### src/rtl/hbr_pkg.sv
package hbr_pkg;
  parameter int WORD_W = 16;
  parameter int MOD_W  = 3;
  parameter int FLAG_W = 5;
  localparam int LO_W   = WORD_W - 1;
  localparam int HI_W   = WORD_W - 1 - MOD_W - FLAG_W;
  localparam int ADDR_W = HI_W + LO_W;

  typedef struct packed {
    logic [MOD_W-1:0]  mod;
    logic [FLAG_W-1:0] flags;
    logic [HI_W-1:0]   addr_hi;
  } hdr_t;

  function automatic logic is_header(input logic [WORD_W-1:0] w);
    return w[WORD_W-1];
  endfunction

  function automatic hdr_t unpack_header(input logic [WORD_W-1:0] w);
    return hdr_t'(w[WORD_W-2:0]);
  endfunction

  function automatic logic [ADDR_W-1:0] join_addr(input logic [HI_W-1:0] hi,
                                                  input logic [WORD_W-1:0] fol);
    return {hi, fol[LO_W-1:0]};
  endfunction
endpackage

### src/rtl/hbr_classify.sv
module hbr_classify
  import hbr_pkg::*;
(
  input  logic [WORD_W-1:0] word,
  input  logic              take,
  output logic              hdr_fire,
  output logic              fol_fire,
  output hdr_t              hdr_fields
);
  always_comb begin
    hdr_fire   = take && is_header(word);
    fol_fire   = take && !is_header(word);
    hdr_fields = unpack_header(word);
  end
endmodule

### src/rtl/hbr_assembler.sv
module hbr_assembler
  import hbr_pkg::*;
(
  input  logic              clk,
  input  logic              rst_n,
  input  logic              hdr_fire,
  input  logic              fol_fire,
  input  hdr_t              hdr_in,
  input  logic [WORD_W-1:0] fol_word,
  output logic              pending,
  output hdr_t              held_hdr,
  output logic              blk_done,
  output logic [ADDR_W-1:0] blk_addr,
  output logic              err_q
);
  always_ff @(posedge clk) begin
    if (!rst_n) begin
      pending  <= 1'b0;
      held_hdr <= '0;
      err_q    <= 1'b0;
    end else begin
      err_q <= (hdr_fire && pending) || (fol_fire && !pending);
      if (hdr_fire) begin
        pending  <= 1'b1;
        held_hdr <= hdr_in;
      end else if (fol_fire) begin
        pending <= 1'b0;
      end
    end
  end

  always_comb begin
    blk_done = fol_fire && pending;
    blk_addr = join_addr(held_hdr.addr_hi, fol_word);
  end
endmodule

### src/rtl/hbr_req_reg.sv
module hbr_req_reg
  import hbr_pkg::*;
(
  input  logic              clk,
  input  logic              rst_n,
  input  logic              push,
  input  logic [ADDR_W-1:0] push_addr,
  input  logic [FLAG_W-1:0] push_flags,
  input  logic              ready,
  output logic              valid,
  output logic [ADDR_W-1:0] addr,
  output logic [FLAG_W-1:0] flags
);
  always_ff @(posedge clk) begin
    if (!rst_n) begin
      valid <= 1'b0;
      addr  <= '0;
      flags <= '0;
    end else if (push) begin
      valid <= 1'b1;
      addr  <= push_addr;
      flags <= push_flags;
    end else if (valid && ready) begin
      valid <= 1'b0;
    end
  end
endmodule

### src/rtl/hist_block_rx.sv
module hist_block_rx
  import hbr_pkg::*;
(
  input  logic              clk,
  input  logic              rst_n,
  input  logic [WORD_W-1:0] in_word,
  input  logic              in_valid,
  output logic              in_ready,
  input  logic              rx_enable,
  input  logic [MOD_W-1:0]  strap_id,
  output logic              hold_bus,
  output logic              seq_err,
  output logic              req_valid,
  input  logic              req_ready,
  output logic [ADDR_W-1:0] req_addr,
  output logic [FLAG_W-1:0] req_flags
);
  logic              word_take;
  logic              hdr_fire;
  logic              fol_fire;
  hdr_t              hdr_fields;
  hdr_t              held_hdr;
  logic              pending;
  logic              blk_done;
  logic [ADDR_W-1:0] blk_addr;
  logic              id_match;
  logic              req_push;
  logic [MOD_W-1:0]  held_module;

  assign in_ready    = !req_valid;
  assign word_take   = in_valid && in_ready;
  assign held_module = held_hdr.mod;
  assign id_match    = (held_module == strap_id);
  assign req_push    = blk_done && id_match && rx_enable;
  assign hold_bus    = pending;

  hbr_classify u_classify (
    .word       (in_word),
    .take       (word_take),
    .hdr_fire   (hdr_fire),
    .fol_fire   (fol_fire),
    .hdr_fields (hdr_fields)
  );

  hbr_assembler u_asm (
    .clk      (clk),
    .rst_n    (rst_n),
    .hdr_fire (hdr_fire),
    .fol_fire (fol_fire),
    .hdr_in   (hdr_fields),
    .fol_word (in_word),
    .pending  (pending),
    .held_hdr (held_hdr),
    .blk_done (blk_done),
    .blk_addr (blk_addr),
    .err_q    (seq_err)
  );

  hbr_req_reg u_req (
    .clk        (clk),
    .rst_n      (rst_n),
    .push       (req_push),
    .push_addr  (blk_addr),
    .push_flags (held_hdr.flags),
    .ready      (req_ready),
    .valid      (req_valid),
    .addr       (req_addr),
    .flags      (req_flags)
  );
endmodule

### config.mk
export PLATFORM = sky130hd
export DESIGN_NAME = hist_block_rx
export DESIGN_NICKNAME = d
export VERILOG_FILES = /design/src/rtl/hbr_pkg.sv /design/src/rtl/hbr_classify.sv /design/src/rtl/hbr_assembler.sv /design/src/rtl/hbr_req_reg.sv /design/src/rtl/hist_block_rx.sv
export SDC_FILE = /design/constraint.sdc
export NUM_CORES = 1
export LEC_CHECK = 0
export ABC_AREA = 1
export BUFFER_PORTS_ARGS = -buffer_cell sky130_fd_sc_hd__buf_2
export CELL_PAD_IN_SITES_DETAIL_PLACEMENT = 0
export CELL_PAD_IN_SITES_GLOBAL_PLACEMENT = 1
export CORE_MARGIN = 2
export CORE_UTILIZATION = 39
export CTS_CLUSTER_SIZE = 25
export DETAILED_ROUTE_END_ITERATION = 16
export PLACE_DENSITY = 0.9
export SLEW_MARGIN = 10
export SYNTH_ARGS = -nofsm -noshare
export SYNTH_HDL_FRONTEND = slang
export SYNTH_SLANG_ARGS = --single-unit
### constraint.sdc
create_clock -name clk -period 1.75 [get_ports clk]
set_input_delay 0.4375 -clock clk [delete_from_list [all_inputs] [get_ports clk]]
set_output_delay 0.4375 -clock clk [all_outputs]
set_load 0.02 [all_outputs]
== Yosys cells after proc, flatten, opt, wreduce, memory -nomap -nowiden ==
Index checks and enable logic that the tools add are counted.

* Bits in registers: 45
* Output and inout bits: 31

* Equal/unequal tests: 1
* Multiplexer cells: 4
* Reduce and logical (&&, ||, !) cells: 15

{| class="wikitable"
|+ Operators by type and width
! kind !! count
|-
| $logic_and 1x1->1 || 9
|-
| $mux 1 || 4
|-
| $reduce_bool 2->1 || 2
|-
| $eq 3x3->1 || 1
|-
| $logic_not 1->1 || 3
|-
| $logic_or 1x1->1 || 1
|}

== Logic depth before layout (Yosys ltp) ==
Gate-level depths: netlist of the first run.

* Word-level depth: 7
* Gate-level depth with buffers: 8

== Modules after synthesis ==
From an unflattened synthesis of the first run, not the netlist that was laid out.

* Cell total of the unflattened synthesis: 259
* Area, all modules: 1983.2 um^2

{| class="wikitable"
|+ Modules (own cells, without submodules)
! module !! times used !! cells each !! area each (um^2)
|-
| hbr_req_reg || 1 || 122 || 1006.0
|-
| hbr_assembler || 1 || 98 || 765.7
|-
| hbr_classify || 1 || 19 || 130.1
|-
| hist_block_rx || 1 || 20 || 81.3
|}

== Worst setup path before layout of the first run ==
No wires, ideal clock.

* Path kind: register to register
* From: register u_req.valid
* To: register u_req.addr[19]
* Library setup time: 0.115 ns
* Arrival time: 1.159 ns
* Setup slack: 0.476 ns
* Cell stages (with the launch flop): 8
* Buffers on the path: 1
* Period minus slack after synthesis: 1.274 ns
* Path through: dfxtp_1 -> inv_2 -> nand3b_4 -> nor2_8 -> buf_6 -> nand3_1 -> nand2_1 -> nor2_1

* Word-level cells in the longest chain between the ends: 6

{| class="wikitable"
|+ RTL lines
! element !! RTL line !! RTL
|-
| from (decl) || hbr_req_reg.sv:10 || <nowiki>output logic valid,</nowiki>
|-
| from (signal assigned) || hbr_req_reg.sv:16 || <nowiki>valid <= 1'b0;</nowiki>
|-
| from (signal assigned) || hbr_req_reg.sv:20 || <nowiki>valid <= 1'b1;</nowiki>
|-
| from (signal assigned) || hbr_req_reg.sv:24 || <nowiki>valid <= 1'b0;</nowiki>
|-
| $logic_not 1->1 || hist_block_rx.sv:30 || <nowiki>assign in_ready = !req_valid;</nowiki>
|-
| via in_ready || hist_block_rx.sv:8 || <nowiki>output logic in_ready,</nowiki>
|-
| $logic_and 1x1->1 || hist_block_rx.sv:31 || <nowiki>assign word_take = in_valid && in_ready;</nowiki>
|-
| $logic_and 1x1->1 || hbr_classify.sv:12 || <nowiki>fol_fire = take && !is_header(word);</nowiki>
|-
| $logic_and 1x1->1 || hbr_assembler.sv:33 || <nowiki>blk_done = fol_fire && pending;</nowiki>
|-
| $logic_and 1x1->1 (2 in a row) || hist_block_rx.sv:34 || <nowiki>assign req_push = blk_done && id_match && rx_enable;</nowiki>
|-
| to (signal assigned) || hbr_req_reg.sv:21 || <nowiki>addr <= push_addr;</nowiki>
|-
| to (decl) || hbr_req_reg.sv:11 || <nowiki>output logic [ADDR_W-1:0] addr,</nowiki>
|}

The timed path passes the listed nets, and every way through them passes these cells.
A chain may end at the register's enable or synchronous reset.

== Final worst setup path of the first run ==
* From: register u_req.valid
* To: output port in_ready

* Word-level cells in the longest chain between the ends: 1

{| class="wikitable"
|+ RTL lines
! element !! RTL line
|-
| $logic_not 1->1 || hist_block_rx.sv:30
|-
| to (decl) || hist_block_rx.sv:8
|}

Every way passes these cells.

==> results of run 1 <==
state kept, by name, summed over array words and instances (netlist names):
register and cells:
u_asm.err_q 1, u_req.flags 5, u_asm.held_hdr 8, u_asm.blk_addr 7, u_req.addr 22, u_asm.pending 1, u_req.valid 1
report_power, final:
group | internal, mW | switching (mW)
registers | 1.05 | 0.0108
clock network | 0.277 | 0.332
logic | 0.0856 | 0.153
final cells by class:
| cell class | count | area [um^2] | share of cell area (%) |
|---|---|---|---|
| Clock buffer | 6 | 72.6 | 3.10 |
| Inverter | 36 | 135 | 5.77 |
| Timing Repair Buffer | 58 | 338 | 14.4 |
| Clock inverter | 2 | 10.0 | 0.427 |
| Tap cell | 67 | 83.8 | 3.58 |
| Sequential cell | 45 | 901 | 38.5 |
| Multi-Input combinational cell | 158 | 802 | 34.2 |
worst min-delay path: cells and delay by family:
family / cells / cell delay (ps)
AO/OA/AOI/OAI: 1 / 50
buffers and inverters: 1 / 70
AND/OR/NAND/NOR: 1 / 90
worst paths after layout:
check                          start                  to  cells past startpoint
setup / recovery         u_req.valid            in_ready                      2
hold / removal             req_ready         u_req.valid                      3
setup reg to reg         u_req.valid      u_req.addr[13]                      7
hold reg to reg   u_asm.blk_addr[20]  u_asm.blk_addr[20]                      2
placed cells by master, fill, tap and decap left out:
master | Yosys | layout
buf_12 | 0 | 3
nor2_1 | 27 | 27
nor2_8 | 2 | 2
buf_4 | 4 | 1
clkinv_2 | 0 | 2
o21ai_0 | 16 | 16
nand2_1 | 34 | 34
nor3_1 | 1 | 1
inv_1 | 34 | 34
inv_2 | 2 | 2
nand3b_4 | 1 | 1
a21oi_1 | 37 | 37
or2_2 | 1 | 1
nand3_1 | 28 | 28
nand2_2 | 1 | 1
a21oi_2 | 8 | 8
nand3_2 | 2 | 2
dfxtp_1 | 45 | 45
clkbuf_8 | 0 | 5
buf_2 | 2 | 54
clkbuf_1 | 4 | 1
per-stage QoR:
stage,worst slack (ps),cells,hold WS (ps)
finish,414,372,400
global route,360,372,405
CTS,403,372,397
detailed placement,272,364,445
global placement,291,364,442
floorplan,476,257,430
logic make-up after synthesis:
| group | Yosys count | synth area share, % |
|---|---|---|
| AND/OR/NAND/NOR | 97 | 23.7 |
| AO/OA/AOI/OAI | 61 | 17.0 |
| buffers and inverters | 54 | 13.5 |
| flip-flops | 45 | 45.8 |
per-layer routing:
| layer | part of all wire, % | global-route usage [%] | wire length [um] | vias to the layer above |
|---|---|---|---|---|
| met1 | 50 | 22.5 | 2070 | 759 |
| met3 | 6.1 | 3.61 | 249 | 2 |
| met5 | 0 | 0 | 0 | - |
| met4 | 0.44 | 4.76 | 18 | 0 |
| met2 | 43 | 24.4 | 1770 | 43 |
| li1 | - | - | - | 909 |
==> impl_metrics.py, run 1 <==
metrics = {
    "sta": {
        "setup_viol": 0,
        "finalHoldViolations": 0,
        "worst_clock_skew_ps": 3.11,
        "worst_pin_slew_ps": 261,
        "fin_tns_setup_ps": 0,
        "slew_headroom_pct": 82.6,
        "rsz0062_at_grt": "no",
        "fin_crit_sh_pct": 76.4,
        "clock.fmax_mhz": 748,
        "slew_violations": 0,
        "fin_crit_ps": 1340,
    },
    "worst_setup_path": {
        "slowest_delay_ps": 320,
        "startpoint_type": "register",
        "cp_top_family": "flip-flops",
        "worstSetupEndpointType": "output pin",
        "crit_path_max_fanout": 5,
        "crit_required_ps": 1310,
        "path_cells": "inv_2, buf_2",
        "cp.arrival_ps": 900,
        "cp_num_buf_inv": 2,
        "slowest_stage": "dfxtp_1",
        "critical_path_class": "reg -> out",
        "reg2reg_slack_ps": 460,
    },
    "pwr": {
        "power.total_mw": 1.91,
        "ir_worst_vdd_uv": 504,
        "p_per_area_nw_per_um2": 816,
        "leakage_nw": 1.13,
    },
    "synthesis": {
        "ys_seq_area_share_pct": 45.8,
        "yosys_register_bits": 45,
        "yosys.area.top_type": "dfxtp_1",
        "synthArstFlopShare_pct": 0,
        "synth_top_flop_cell": "dfxtp_1",
        "yosysWarnings": 0,
        "synth_area_leaders": "dfxtp_1, a21oi_1, nand3_1, inv_1, nand2_1",
        "netlist_area_um2": 1970,
        "synth.distinct_cells": 20,
        "syn-num-nets": 281,
        "netlist.area_leader.share_pct": 45.8,
        "syn_avg_cell_area_um2": 7.66,
        "syn_inst": 257,
        "yosysMostFrequentCell": "dfxtp_1",
        "synth_common_cells": "dfxtp_1, a21oi_1, inv_1, nand2_1, nand3_1",
        "synth-edff-count": 0,
    },
    "routing": {
        "routed_wl_mm": 4.11,
        "antenna_left": 0,
        "drt_first_iter_violations": 104,
        "wl_per_cell_um": 11.1,
        "via_per_inst": 4.60,
        "drc": 0,
        "drtPass1Iterations": 4,
        "num_vias": 1713,
    },
    "grt": {
        "grt_pass1_wl_mm": 7.16,
        "grt_overflow": 0,
        "grt_pass1_vias": 1620,
        "grt_usage_pct": 16.0,
        "antenna_found_initial": 0,
        "grt_max_degree": 56,
    },
    "placed_design": {
        "gp_congestion": 0.732,
        "dpl-instance-area_um2": 2260,
        "hpwl_mm": 2.83,
        "io_buffers": 54,
    },
    "clocking": {
        "cts_sinks": 45,
        "clk_path_buf_depth": 2,
        "h-tree-depth": 2,
        "worstSkewPairLatency_ps": 290,
        "post_cts_buffers": 0,
        "path_clk_slew_ps": 80,
        "cts_hold_buf": 0,
        "cts_buffers": 5,
        "cts_resized": 0,
        "root_buffer": "clkbuf_8",
        "cts_tree": "built",
    },
    "layout": {
        "nNetsFinal": 328,
        "diodes": 0,
        "fillers": 491,
        "drive_gt1_share_pct": 26.9,
        "fin_area_um2": 2340,
        "area.growth.synth_to_final_pct": 19.0,
        "fin_util_pct": 48.9,
    },
    "floorplan": {
        "die_area_um2": 5630,
        "start_util_pct": 41.1,
        "io_pins": 55,
        "die_w_um": 75.0,
        "rows": 25,
        "die_y_um": 75.0,
        "core_area_um2": 4790,
    },
    "min_path": {
        "hp-class": "in -> reg",
    },
    "run": {
        "maxCapViolations": 0,
    },
    "status": {
        "outcome": "finished, final reports clean",
    },
}
(Power assumes the default switching activity.)
==> run 2, diff against run 1 <==
--- a/config.mk
+++ b/config.mk
@@ -10,10 +10,10 @@
 export CELL_PAD_IN_SITES_DETAIL_PLACEMENT = 0
 export CELL_PAD_IN_SITES_GLOBAL_PLACEMENT = 1
 export CORE_MARGIN = 2
-export CORE_UTILIZATION = 39
+export CORE_UTILIZATION = 36
 export CTS_CLUSTER_SIZE = 25
 export DETAILED_ROUTE_END_ITERATION = 16
-export PLACE_DENSITY = 0.9
+export PLACE_DENSITY = 0.84
 export SLEW_MARGIN = 10
 export SYNTH_ARGS = -nofsm -noshare
 export SYNTH_HDL_FRONTEND = slang
==> constraint.sdc (replaced) <==
create_clock -name clk -period 1.3 [get_ports clk]
set_input_delay 0.325 -clock clk [delete_from_list [all_inputs] [get_ports clk]]
set_output_delay 0.325 -clock clk [all_outputs]
set_load 0.02 [all_outputs]
==> impl_metrics.py, run 2 (synthesized netlist as in run 1, its figures left out) <==
metrics = {
    "layout": {
        "stdcell_count": 390,
        "drive_gt1_share_pct": 32.2,
        "largest_register": "u_req.addr",
        "seq_area_um2": 905,
        "area.growth.synth_to_final_pct": 32.0,
        "diodes": 0,
        "final_cell_mix": "buf_2, dfxtp_1, a21oi_1",
        "nNetsFinal": 343,
        "largest_reg_flops": 22,
        "fin_area_um2": 2600,
        "multi_input_area_um2": 812,
        "mostFrequentLayoutCell": "buf_2",
        "fillers": 541,
    },
    "pwr": {
        "leakage_nw": 1.24,
        "ir_worst_vdd_uv": 533,
        "p_per_area_nw_per_um2": 1030,
        "pwr-share-clk_pct": 32.6,
        "switching_power_mw": 0.722,
        "internal_power_mw": 1.96,
        "switching_share_pct": 27.0,
        "power.total_mw": 2.68,
        "p_seq_share_pct": 53.6,
        "comb_power_share_pct": 13.9,
    },
    "routing": {
        "antenna_left": 0,
        "drt_first_iter_violations": 84,
        "drc": 0,
        "num_vias": 1740,
        "routed_wl_mm": 4.58,
        "drtPass1Iterations": 4,
        "via_per_inst": 4.46,
        "wl_per_cell_um": 11.8,
    },
    "status": {
        "outcome": "finished, final reports clean",
    },
    "placed_design": {
        "dpl-instance-area_um2": 2350,
        "io_buffers": 54,
        "hpwl_mm": 2.98,
        "place.detailed.instances": 374,
        "gp_congestion": 0.721,
    },
    "sta": {
        "fin_crit_ps": 1260,
        "worst_pin_slew_ps": 276,
        "fin_tns_setup_ps": 0,
        "slew_headroom_pct": 81.6,
        "fin_crit_sh_pct": 97.2,
        "worst_clock_skew_ps": 8.68,
        "slew_violations": 0,
        "finalHoldViolations": 0,
        "clock.fmax_mhz": 791,
        "setup_viol": 0,
    },
    "clocking": {
        "h-tree-depth": 2,
        "cts_sinks": 45,
        "cts_tree": "built",
        "path_clk_slew_ps": 80,
        "cts_buffers": 5,
        "worstSkewPairLatency_ps": 300,
        "root_buffer": "clkbuf_8",
        "cts_hold_buf": 0,
        "clk_path_buf_depth": 2,
    },
    "worst_setup_path": {
        "worstSetupEndpointType": "output pin",
        "slowest_stage": "dfxtp_2",
        "crit_required_ps": 980,
        "critical_path_class": "reg -> out",
        "path_cells": "buf_4, buf_2",
        "cp_num_buf_inv": 2,
        "cp.arrival_ps": 940,
        "slowest_delay_ps": 360,
        "cp_top_family": "flip-flops",
        "crit_path_max_fanout": 4,
        "startpoint_type": "register",
    },
    "grt": {
        "busiest_layer": "met2",
        "use_met1_pct": 19.9,
        "grt_pass1_wl_mm": 7.25,
        "grt_overflow": 0,
        "grt_pass1_vias": 1568,
        "antenna_found_initial": 0,
        "grt_max_degree": 45,
        "grt_usage_pct": 14.9,
        "met3_usage_pct": 4.65,
        "met2_usage_pct": 22.5,
    },
    "floorplan": {
        "rows": 26,
        "die_area_um2": 6070,
        "die_y_um": 77.9,
        "start_util_pct": 37.8,
        "core_area_um2": 5200,
        "die_w_um": 77.9,
        "io_pins": 55,
    },
    "min_path": {
        "hp-class": "in -> reg",
    },
    "run": {
        "maxCapViolations": 0,
    },
}
-- run 2: cell types whose count changed in the layout (fill, tap and decap cells not counted), moves of 3 or more --
cell / before / now
buf_12: 3 / 6
buf_4: 1 / 6
buf_6: 0 / 3
clkbuf_16: 0 / 4
dfxtp_1: 45 / 42
dfxtp_2: 0 / 3
-- run 2: final cells by class --
| type | instances | share of cell area (%) |
|---|---|---|
| multi-input cells | 158 | 31.2 |
| repair buffers | 73 | 21.9 |
| well taps | 70 | 3.37 |
| clock buffers | 5 | 2.65 |
| flip-flops and latches | 45 | 34.8 |
| inverters | 36 | 5.20 |
| clock inverters | 3 | 0.818 |
-- run 2: path summary, 6_finish.rpt --
check                           from                  to  slack [ps]  cells after the start
setup / recovery       u_asm.pending            hold_bus          40                      2
hold / removal             req_ready         u_req.valid         280                      3
setup reg to reg  u_asm.held_hdr[13]       u_req.addr[8]          70                      9
hold reg to reg   u_asm.blk_addr[20]  u_asm.blk_addr[20]         460                      2
-- run 2: power groups by stage --
stage | Combinational (mW) | Clock [mW] | Sequential, mW
floorplan | 0.231 | 0 | 1.48
global placement | 0.356 | 0 | 1.46
detailed placement | 0.358 | 0 | 1.46
CTS | 0.358 | 0.900 | 1.43
global route | 0.414 | 0.952 | 1.44
finish | 0.372 | 0.872 | 1.43
-- run 2: routing by layer --
layer / vias up / part of all wire [%]
met5: - / 0
li1: 942 / -
met1: 758 / 49
met4: 0 / 1.6
met3: 4 / 4.8
met2: 36 / 44
-- run 2: per-stage QoR --
step	hold WS, ps	utilization [%]	worst slack, ps
after floorplan	430	-	26.2
after global placement	440	45.2	8.82
after detailed placement	447	45.2	0.249
after CTS	277	46.9	19.2
after global routing	290	49.9	-12.0
final	282	49.9	36.4
-- run 2: worst reg2reg max path, cell delays in order, from the launching register on --
cell	delay (ps)
dfxtp_2	350
inv_2	40
nand2_2	70
nand3_4	80
nor2_8	140
buf_6	140
clkbuf_16	140
nand3_1	70
nand2_1	70
nor2_1	40
-- run 2: timing repair --
action                                  in CTS  in global routing
endpoints found under the setup margin       0                 17
hold endpoints to repair                     0                  0
buffers inserted                             0                  4
resized for setup                            0                 11
==> run 3, diff against run 2 <==
--- a/config.mk
+++ b/config.mk
@@ -7,7 +7,7 @@
 export LEC_CHECK = 0
 export ABC_AREA = 1
 export BUFFER_PORTS_ARGS = -buffer_cell sky130_fd_sc_hd__buf_2
-export CELL_PAD_IN_SITES_DETAIL_PLACEMENT = 0
+export CELL_PAD_IN_SITES_DETAIL_PLACEMENT = 1
 export CELL_PAD_IN_SITES_GLOBAL_PLACEMENT = 1
 export CORE_MARGIN = 2
 export CORE_UTILIZATION = 36
==> impl_metrics.py, run 3 (synthesized netlist as in run 1, its figures left out) <==
metrics = {
    "clocking": {
        "clk_path_buf_depth": 2,
        "root_buffer": "clkbuf_8",
        "cts_buffers": 5,
        "worstSkewPairLatency_ps": 310,
        "cts_sinks": 45,
        "cts_tree": "built",
        "h-tree-depth": 2,
        "cts_hold_buf": 0,
        "path_clk_slew_ps": 80,
    },
    "min_path": {
        "hp-class": "in -> reg",
        "worstHoldStart": "req_ready",
    },
    "worst_setup_path": {
        "cp-startpoint": "u_asm.held_hdr[13]",
        "slowest_stage": "dfxtp_2",
        "cp.arrival_ps": 1520,
        "slowest_delay_ps": 340,
        "worstSetupEndpointType": "register",
        "crit_required_ps": 1490,
        "path_cells": "inv_2, nand2_2, nand3_4, nor2_8, clkbuf_16, nand3_2, nand2_1, nor2_1",
        "crit_path_max_fanout": 6,
        "startpoint_type": "register",
        "cp_top_family": "simple AND/OR/NAND/NOR gates",
        "cp_num_buf_inv": 2,
        "r2r_start": "u_asm.held_hdr[13]",
        "critical_path_class": "reg -> reg",
    },
    "layout": {
        "fillers": 663,
        "mostFrequentLayoutCell": "buf_2",
        "seq_area_um2": 905,
        "nNetsFinal": 341,
        "largest_register": "u_req.addr",
        "multi_input_area_um2": 857,
        "stdcell_count": 387,
        "area.growth.synth_to_final_pct": 32.7,
        "diodes": 0,
        "final_cell_mix": "buf_2, dfxtp_1, a21oi_1",
        "drive_gt1_share_pct": 33.4,
        "largest_reg_flops": 22,
        "fin_util_pct": 50.2,
    },
    "sta": {
        "slew_headroom_pct": 80.4,
        "rsz0062_at_grt": "yes",
        "setup_viol": 1,
        "worst_clock_skew_ps": 10.4,
        "slew_violations": 0,
        "fin_crit_sh_pct": 102,
        "setup_slack_ps": -29.1,
        "fin_tns_setup_ps": -29.1,
        "finalHoldViolations": 0,
        "fin_crit_ps": 1330,
        "clock.fmax_mhz": 752,
        "worst_pin_slew_ps": 295,
    },
    "routing": {
        "drt_first_iter_violations": 137,
        "drc": 0,
        "drtPass1Iterations": 4,
        "via_per_inst": 4.87,
        "num_vias": 1883,
        "antenna_left": 0,
        "wl_per_cell_um": 14.9,
        "routed_wl_mm": 5.75,
    },
    "pwr": {
        "p_per_area_nw_per_um2": 1050,
        "ir_worst_vdd_uv": 441,
        "leakage_nw": 1.23,
        "power.total_mw": 2.73,
    },
    "floorplan": {
        "io_pins": 55,
        "die_area_um2": 6070,
        "die_y_um": 77.9,
        "rows": 26,
        "core_area_um2": 5200,
        "start_util_pct": 37.8,
        "die_w_um": 77.9,
    },
    "status": {
        "outcome": "complete, but fails checks",
        "failed_checks": "setup timing",
    },
    "placed_design": {
        "gp_congestion": 0.721,
        "io_buffers": 54,
        "hpwl_mm": 3.51,
        "place.detailed.instances": 374,
    },
    "grt": {
        "grt_max_degree": 45,
        "grt_overflow": 0,
        "antenna_found_initial": 0,
        "grt_usage_pct": 17.2,
        "grt_pass1_vias": 1724,
        "grt_pass1_wl_mm": 8.36,
    },
    "run": {
        "maxCapViolations": 0,
    },
}
[run 3: changes by cell type in the layout (fill, tap and decap cells not counted)]
cell and change:
clkbuf_8 +1, clkbuf_1 +1, clkinv_2 -1, clkinvlp_4 -1, inv_6 -1, a21oi_2 +1
buf_6 -2, nor2_4 +1, buf_2 -1, nand3_2 +6, a21oi_1 -1, nand3_1 -6
[run 3: metal layers]
| metal | wire, um | vias up | GRT usage [%] |
|---|---|---|---|
| li1 | - | 937 | - |
| met1 | 2510 | 892 | 22.6 |
| met2 | 2880 | 46 | 27.4 |
| met3 | 272 | 8 | 4.42 |
| met4 | 97 | 0 | 5.79 |
| met5 | 0 | - | 0 |
[run 3: final cells by class]
class | count | share of cell area (%)
flip-flops and latches | 45 | 34.6
well taps | 70 | 3.35
multi-input cells | 159 | 32.8
inverters | 36 | 5.17
repair buffers | 70 | 20.7
clock buffers | 7 | 3.30
[run 3: stage by stage]
step / hold WS [ps] / setup slack (ps) / cell area, um^2
global route: 321 / -87.5 / 2610
floorplan: 430 / 26.2 / 1970
global placement: 440 / 8.82 / 2350
finish: 303 / -29.1 / 2610
detailed placement: 449 / -22.5 / 2350
CTS: 315 / 0.0155 / 2440
[run 3: worst register-to-register path, delay by kind of cell, from the launching register on]
family | cells | cell delay [ps]
buf+inv | 2 | 240
flops | 1 | 340
simple gates | 6 | 660
[run 3: final timing paths]
kind	endpoint	slack, ps	depth (start not counted)
setup / recovery	u_req.addr[10]	-30	8
hold / removal	u_req.valid	300	3
setup reg to reg	u_req.addr[10]	-30	8
hold reg to reg	u_asm.blk_addr[17]	470	2
[run 3: timing repair]
action                                  4_1_cts  5_1_grt
gates resized for setup                       0       15
endpoints found under the setup margin        0       19
endpoints found under the hold margin         0        0
buffers inserted                              0        1
[run 3: report_power, final]
group | total (mW) | switching [mW] | internal (mW)
combinational | 0.401 | 0.243 | 0.157
sequential | 1.44 | 0.0168 | 1.42
clock | 0.894 | 0.472 | 0.423
